`src/rtl/sdac_pkg.sv`:
```
package sdac_pkg;

    typedef enum logic [2:0] {
        ST_IDLE,
        ST_LEAD,
        ST_HIGH,
        ST_LOW,
        ST_TAIL,
        ST_STROBE,
        ST_CLEAR
    } wr_state_e;

    // Whole system-clock cycles covering a minimum time, never less than one.
    function automatic int cyc_of(input int ns, input int per);
        int c;
        c = (ns + per - 1) / per;
        if (c < 1) c = 1;
        return c;
    endfunction

    function automatic int max2(input int a, input int b);
        return (a > b) ? a : b;
    endfunction

endpackage

```
`src/rtl/sdac_tmr.sv`:
```
module sdac_tmr #(
    parameter int W = 4
) (
    input  logic         clk,
    input  logic         rst_n,
    input  logic         load,
    input  logic [W-1:0] load_val,
    output logic         expired
);

    logic [W-1:0] cnt;

    always_ff @(posedge clk or negedge rst_n) begin
        if (!rst_n) begin
            cnt <= '0;
        end else if (load) begin
            cnt <= load_val;
        end else if (cnt != '0) begin
            cnt <= cnt - 1'b1;
        end
    end

    assign expired = (cnt == '0);

endmodule

```
`src/rtl/sdac_shift.sv`:
```
module sdac_shift #(
    parameter int CODE_W  = 12,
    parameter int FRAME_W = 16
) (
    input  logic              clk,
    input  logic              rst_n,
    input  logic              load,
    input  logic              shift,
    input  logic [CODE_W-1:0] code,
    output logic              sdo,
    output logic              last_bit
);

    localparam int PAD_W = FRAME_W - CODE_W;
    localparam int BCW   = $clog2(FRAME_W);

    logic [FRAME_W-1:0] frame_in;
    logic [FRAME_W-1:0] sreg;
    logic [BCW-1:0]     bcnt;

    generate
        if (PAD_W > 0) begin : g_pad
            assign frame_in = {{PAD_W{1'b0}}, code};
        end else begin : g_nopad
            assign frame_in = code;
        end
    endgenerate

    always_ff @(posedge clk or negedge rst_n) begin
        if (!rst_n) begin
            sreg <= '0;
            bcnt <= '0;
        end else if (load) begin
            sreg <= frame_in;
            bcnt <= '0;
        end else if (shift) begin
            sreg <= {sreg[FRAME_W-2:0], 1'b0};
            bcnt <= bcnt + 1'b1;
        end
    end

    assign sdo      = sreg[FRAME_W-1];
    assign last_bit = (bcnt == BCW'(FRAME_W - 1));

endmodule

```
`src/rtl/sdac_wr_ctrl.sv`:
```
module sdac_wr_ctrl
    import sdac_pkg::*;
#(
    parameter int CODE_W        = 12,
    parameter int FRAME_W       = 16,
    parameter int CLK_NS        = 20,
    parameter int SCK_HIGH_NS   = 50,
    parameter int SCK_LOW_NS    = 50,
    parameter int DATA_SETUP_NS = 10,
    parameter int DATA_HOLD_NS  = 30,
    parameter int LD_WIDTH_NS   = 30,
    parameter int LD_TO_SCK_NS  = 30,
    parameter int SCK_TO_LD_NS  = 40,
    parameter int CLR_WIDTH_NS  = 15
) (
    input  logic              clk,
    input  logic              rst_n,
    input  logic              wr_valid,
    output logic              wr_ready,
    input  logic [CODE_W-1:0] wr_code,
    input  logic              clr_req,
    output logic              dac_sck,
    output logic              dac_sdo,
    output logic              dac_ld_n,
    output logic              dac_clr_n
);

    // Data moves on the falling edge, so the high phase also covers hold
    // and the low phase also covers setup.
    localparam int HI_CYC   = max2(cyc_of(SCK_HIGH_NS, CLK_NS), cyc_of(DATA_HOLD_NS, CLK_NS));
    localparam int LO_CYC   = max2(cyc_of(SCK_LOW_NS, CLK_NS), cyc_of(DATA_SETUP_NS, CLK_NS));
    localparam int LEAD_CYC = max2(cyc_of(LD_TO_SCK_NS, CLK_NS), LO_CYC);
    localparam int TAIL_CYC = max2(cyc_of(SCK_TO_LD_NS, CLK_NS), LO_CYC);
    localparam int LDW_CYC  = cyc_of(LD_WIDTH_NS, CLK_NS);
    localparam int CLRW_CYC = cyc_of(CLR_WIDTH_NS, CLK_NS);
    localparam int MAX_CYC  = max2(max2(max2(HI_CYC, LO_CYC), max2(LEAD_CYC, TAIL_CYC)),
                                   max2(LDW_CYC, CLRW_CYC));
    localparam int TMR_W    = $clog2(MAX_CYC + 1);

    wr_state_e        state, state_nx;
    logic             clr_pend, clr_pend_nx;
    logic             tmr_load, tmr_exp;
    logic [TMR_W-1:0] tmr_val;
    logic             load_frame, shift_bit, last_bit;
    logic             clr_want;

    sdac_tmr #(.W(TMR_W)) u_tmr (
        .clk      (clk),
        .rst_n    (rst_n),
        .load     (tmr_load),
        .load_val (tmr_val),
        .expired  (tmr_exp)
    );

    sdac_shift #(.CODE_W(CODE_W), .FRAME_W(FRAME_W)) u_shift (
        .clk      (clk),
        .rst_n    (rst_n),
        .load     (load_frame),
        .shift    (shift_bit),
        .code     (wr_code),
        .sdo      (dac_sdo),
        .last_bit (last_bit)
    );

    assign clr_want = clr_pend || clr_req;

    // Next state and datapath strobes.
    always_comb begin
        state_nx   = state;
        load_frame = 1'b0;
        shift_bit  = 1'b0;
        unique case (state)
            ST_IDLE: begin
                if (wr_valid && wr_ready) begin
                    state_nx   = ST_LEAD;
                    load_frame = 1'b1;
                end else if (clr_want) begin
                    state_nx = ST_CLEAR;
                end
            end
            ST_LEAD:   if (tmr_exp) state_nx = ST_HIGH;
            ST_HIGH: begin
                if (tmr_exp) begin
                    shift_bit = 1'b1;
                    state_nx  = last_bit ? ST_TAIL : ST_LOW;
                end
            end
            ST_LOW:    if (tmr_exp) state_nx = ST_HIGH;
            ST_TAIL:   if (tmr_exp) state_nx = ST_STROBE;
            ST_STROBE: if (tmr_exp) state_nx = clr_want ? ST_CLEAR : ST_IDLE;
            ST_CLEAR:  if (tmr_exp) state_nx = ST_IDLE;
            default:   state_nx = ST_IDLE;
        endcase
    end

    // Duration of the state being entered.
    always_comb begin
        tmr_load = (state_nx != state);
        unique case (state_nx)
            ST_LEAD:   tmr_val = TMR_W'(LEAD_CYC - 1);
            ST_HIGH:   tmr_val = TMR_W'(HI_CYC - 1);
            ST_LOW:    tmr_val = TMR_W'(LO_CYC - 1);
            ST_TAIL:   tmr_val = TMR_W'(TAIL_CYC - 1);
            ST_STROBE: tmr_val = TMR_W'(LDW_CYC - 1);
            ST_CLEAR:  tmr_val = TMR_W'(CLRW_CYC - 1);
            default:   tmr_val = '0;
        endcase
    end

    // A request arriving during a clear merges into it.
    assign clr_pend_nx = (clr_pend || (clr_req && state != ST_CLEAR))
                         && !(state_nx == ST_CLEAR && state != ST_CLEAR);

    // State register.
    always_ff @(posedge clk or negedge rst_n) begin
        if (!rst_n) begin
            state    <= ST_IDLE;
            clr_pend <= 1'b0;
        end else begin
            state    <= state_nx;
            clr_pend <= clr_pend_nx;
        end
    end

    // Registered outputs, decoded from the state being entered.
    always_ff @(posedge clk or negedge rst_n) begin
        if (!rst_n) begin
            dac_sck   <= 1'b0;
            dac_ld_n  <= 1'b1;
            dac_clr_n <= 1'b1;
            wr_ready  <= 1'b1;
        end else begin
            dac_sck   <= (state_nx == ST_HIGH);
            dac_ld_n  <= (state_nx != ST_STROBE);
            dac_clr_n <= (state_nx != ST_CLEAR);
            wr_ready  <= (state_nx == ST_IDLE) && !clr_pend_nx;
        end
    end

endmodule

```
`config.mk`:
```
export PLATFORM = sky130hd
export DESIGN_NAME = sdac_wr_ctrl
export DESIGN_NICKNAME = d
export VERILOG_FILES = /design/src/rtl/sdac_pkg.sv /design/src/rtl/sdac_tmr.sv /design/src/rtl/sdac_shift.sv /design/src/rtl/sdac_wr_ctrl.sv
export SDC_FILE = /design/constraint.sdc
export NUM_CORES = 1
export LEC_CHECK = 0
export BUFFER_PORTS_ARGS = -buffer_cell sky130_fd_sc_hd__buf_4
export CAP_MARGIN = 25
export CORE_MARGIN = 2
export CORE_UTILIZATION = 56
export DETAILED_ROUTE_END_ITERATION = 7
export GPL_TIMING_DRIVEN = 0
export PLACE_DENSITY = 0.78
export SLEW_MARGIN = 30
export SYNTH_ARGS = -nofsm -noshare
export SYNTH_HDL_FRONTEND = slang
export SYNTH_HIERARCHICAL = 1
export SYNTH_SLANG_ARGS = --single-unit
```
`constraint.sdc`:
```
create_clock -name clk -period 2.3 [get_ports clk]
set_input_delay 0.345 -clock clk [delete_from_list [all_inputs] [get_ports clk]]
set_output_delay 0.345 -clock clk [all_outputs]
set_load 0.005 [all_outputs]
```
==> qor.yml <==
final_max_slew_viol_count: 0
fin_skew_ps: 8.45
synth_nets: 168
seq_area_sq_um: 754
grt_max_degree: 31
nFillCells: 213
postLayoutCellArea_sq_mm: 0.00182
fin_crit_ps: 2100
grt-ovfl-total: 0
wl_microns: 2740
clock_path_buffers: 2
antenna_found_initial: 0
wl_per_cell_microns: 13.0
nNetsFinal: 196
synth_cells: 150
outcome: "complete, no violations"
tns_ps: 0
dr_total_vias: 1154
fin_util: 0.673
critPathKind: "flop to flop"
drtIter0Drc: 68
port_buffers: 20
drv_cap: 0
die_y_microns: 56.9
ant_nets: 0
cp.required_ps: 2520
startpoint_type: "flop"
cts_tree: "done"
ys_ff_latch: 30
vdd_ir_drop_max_mv: 1.04
p_leak_uw: 0.000751
multi_input_area_sq_um: 736
hold_path.class: "primary input to flop"
setup_violations: 0
fin_hold_ws_ps: 231
cts_buffers: 5
drc: 0
grt_pass1_vias: 1149
most-common-layout-cells: "dfrtp_1 (27), buf_4 (23), nand2_1 (21)"
dieArea_sq_mm: 0.00323
vias_per_cell: 5.50
netlist_area_sq_mm: 0.00157
path_cells: "inv_1, ha_1, buf_4, nand2_1, or2_2, o211ai_2, nor2_1, xnor2_1, nand2b_1, o31a_1"
drive_gt1_frac: 0.279
routabilityCongestion: 0.913
timing.fmax_mhz: 476
insertion_delay_ps: 320
final_common_cell: "dfrtp_1"
synth.avg_cell_area_sq_um: 10.4
critPathMaxStageDelay_ps: 400
critPathMaxFanout: 10
initial_core_util: 0.578
yosysWarnings: 6
grt_usage: 0.202
grt_pass1_wl_microns: 5130
min_period_over_period: 0.913
htree_levels: 2
crit_path_end_kind: "flop"
hpwl_microns: 2000
dr.pass1.iters: 4
fp-row-count: 19
diodes: 0
root_buffer: "clkbuf_4"
post_cts_buffers: 0
coreArea_sq_mm: 0.00271
ios: 21
tightest_slew_ps: 542
rsz0062_at_grt: "no"
maxSlewHeadroom: 0.636
placed_area_sq_mm: 0.00175
power_density_mw_per_mm2: 1300
hold_viol: 0
cts.clk_slew.worst_paths_ps: 90
synth_cell_type_count: 44
crit_path_top_delay_cell: "dfrtp_1"
seq_area_frac_synth: 0.482
die_w_microns: 56.9
area_growth_pct: 16.5
cts_sinks: 30
critPathArrivalTime_ps: 2310
==> cell families (layout without fill, tap and decap cells) <==
| group | count (synthesis) | in the layout | share of synthesized area |
|---|---|---|---|
| AND/OR/NAND/NOR | 51 | 51 | 0.164 |
| adder cells (fa/ha/maj) | 2 | 2 | 0.0160 |
| flip-flops | 30 | 30 | 0.482 |
| multiplexers | 17 | 17 | 0.110 |
| buffers and inverters | 12 | 41 | 0.0480 |
| AO/OA/AOI/OAI | 35 | 35 | 0.164 |
| XOR/XNOR | 3 | 3 | 0.0168 |
==> where the power goes <==
part	switching, uW	leakage [uW]	internal [uW]
clock network	170	0.0000353	148
registers	144	0.000335	765
logic	579	0.000381	556
==> flip-flops by register name, summed over array words and instances, names as in the netlist <==
name	flops
clr_pend	1
u_shift/bcnt	4
state	3
wr_ready	1
u_tmr/cnt	2
dac_sck	1
dac_ld_n	1
dac_clr_n	1
u_shift/sreg	16
==> worst paths after layout <==
kind	startpoint	end	slack [ps]	cells past startpoint
min reg2reg	u_shift/sreg[14]	u_shift/sreg[14]	530	2
min in group asynchronous	rst_n	u_shift/bcnt[0]	480	2
max	u_tmr/cnt[0]	u_tmr/cnt[1]	200	10
max in group asynchronous	rst_n	dac_clr_n	1510	2
min	wr_code[7]	u_shift/sreg[7]	230	3
max reg2reg	u_tmr/cnt[0]	u_tmr/cnt[1]	200	10
==> what timing repair did <==
item                      CTS  global route
hold endpoints to repair   27             0
hold buffers                1             0
resized for setup           0             0
==> worst max-delay path: cells and delay by family (launching register included) <==
family                   cells  cell delay (ps)
AND/OR/NAND/NOR              4              660
flip-flops                   1              400
AO/OA/AOI/OAI                2              330
buffers and inverters        2              250
adder cells (fa/ha/maj)      1              210
XOR/XNOR                     1              130
==> synthesized netlist by cell type <==
cell / instances / area share
nor2_1: 10 / 0.024
dfrtp_1: 27 / 0.43
mux2i_1: 16 / 0.10
nand2_1: 21 / 0.050
or2_1: 1 / 0.0040
buf_4: 3 / 0.014
a22oi_1: 1 / 0.0048
a221oi_2: 1 / 0.0096
ha_1: 2 / 0.016
nand3_1: 2 / 0.0064
and3_1: 1 / 0.0040
a41oi_1: 1 / 0.0056
or2_2: 2 / 0.0080
nand3b_2: 1 / 0.0072
xnor2_1: 2 / 0.011
buf_2: 3 / 0.0096
a32oi_1: 1 / 0.0056
o221ai_1: 1 / 0.0056
nand2b_1: 2 / 0.0080
o21ai_1: 12 / 0.038
mux2_1: 1 / 0.0072
o21ai_0: 4 / 0.013
inv_1: 4 / 0.0096
a21boi_1: 1 / 0.0048
nor3b_2: 2 / 0.016
o21ba_1: 1 / 0.0064
a21bo_2: 1 / 0.0064
a21oi_2: 1 / 0.0056
o31a_1: 1 / 0.0056
and2_1: 3 / 0.012
dfstp_2: 3 / 0.050
a211o_2: 1 / 0.0064
o211ai_1: 1 / 0.0048
nor3_1: 1 / 0.0032
nand3b_1: 1 / 0.0048
nand4_1: 1 / 0.0040
nor2b_1: 3 / 0.012
o211ai_2: 1 / 0.0080
a21oi_1: 3 / 0.0096
buf_6: 2 / 0.014
xor2_1: 1 / 0.0056
o21a_1: 1 / 0.0048
o2bb2ai_2: 1 / 0.0096
o221ai_2: 1 / 0.0096
==> cell type report <==
cell class	instances	share of cell area
plain buffers	8	0.0329
clock buffers	7	0.0302
flip-flops and latches	30	0.414
inverters	4	0.00823
repair buffers	21	0.0878
multi-input cells	108	0.403
clock inverters	1	0.00274
well taps	31	0.0213
==> stage by stage <==
step	total power, uW	std cells	setup WS (ps)
final	2360	210	201
after global routing	2580	210	43.5
after CTS	2390	210	188
after detailed placement	2060	201	192
after global placement	1990	201	282
after floorplan	1780	150	434
==> per-layer routing <==
layer  vias to the layer above  global-route usage  wire (microns)
met4                         0              0.0598              29
met2                        21               0.299            1310
met1                       544               0.285            1280
met5                         -                   0               0
met3                         5              0.0668             114
li1                        584                   -               -
(Power assumes the default switching activity.)
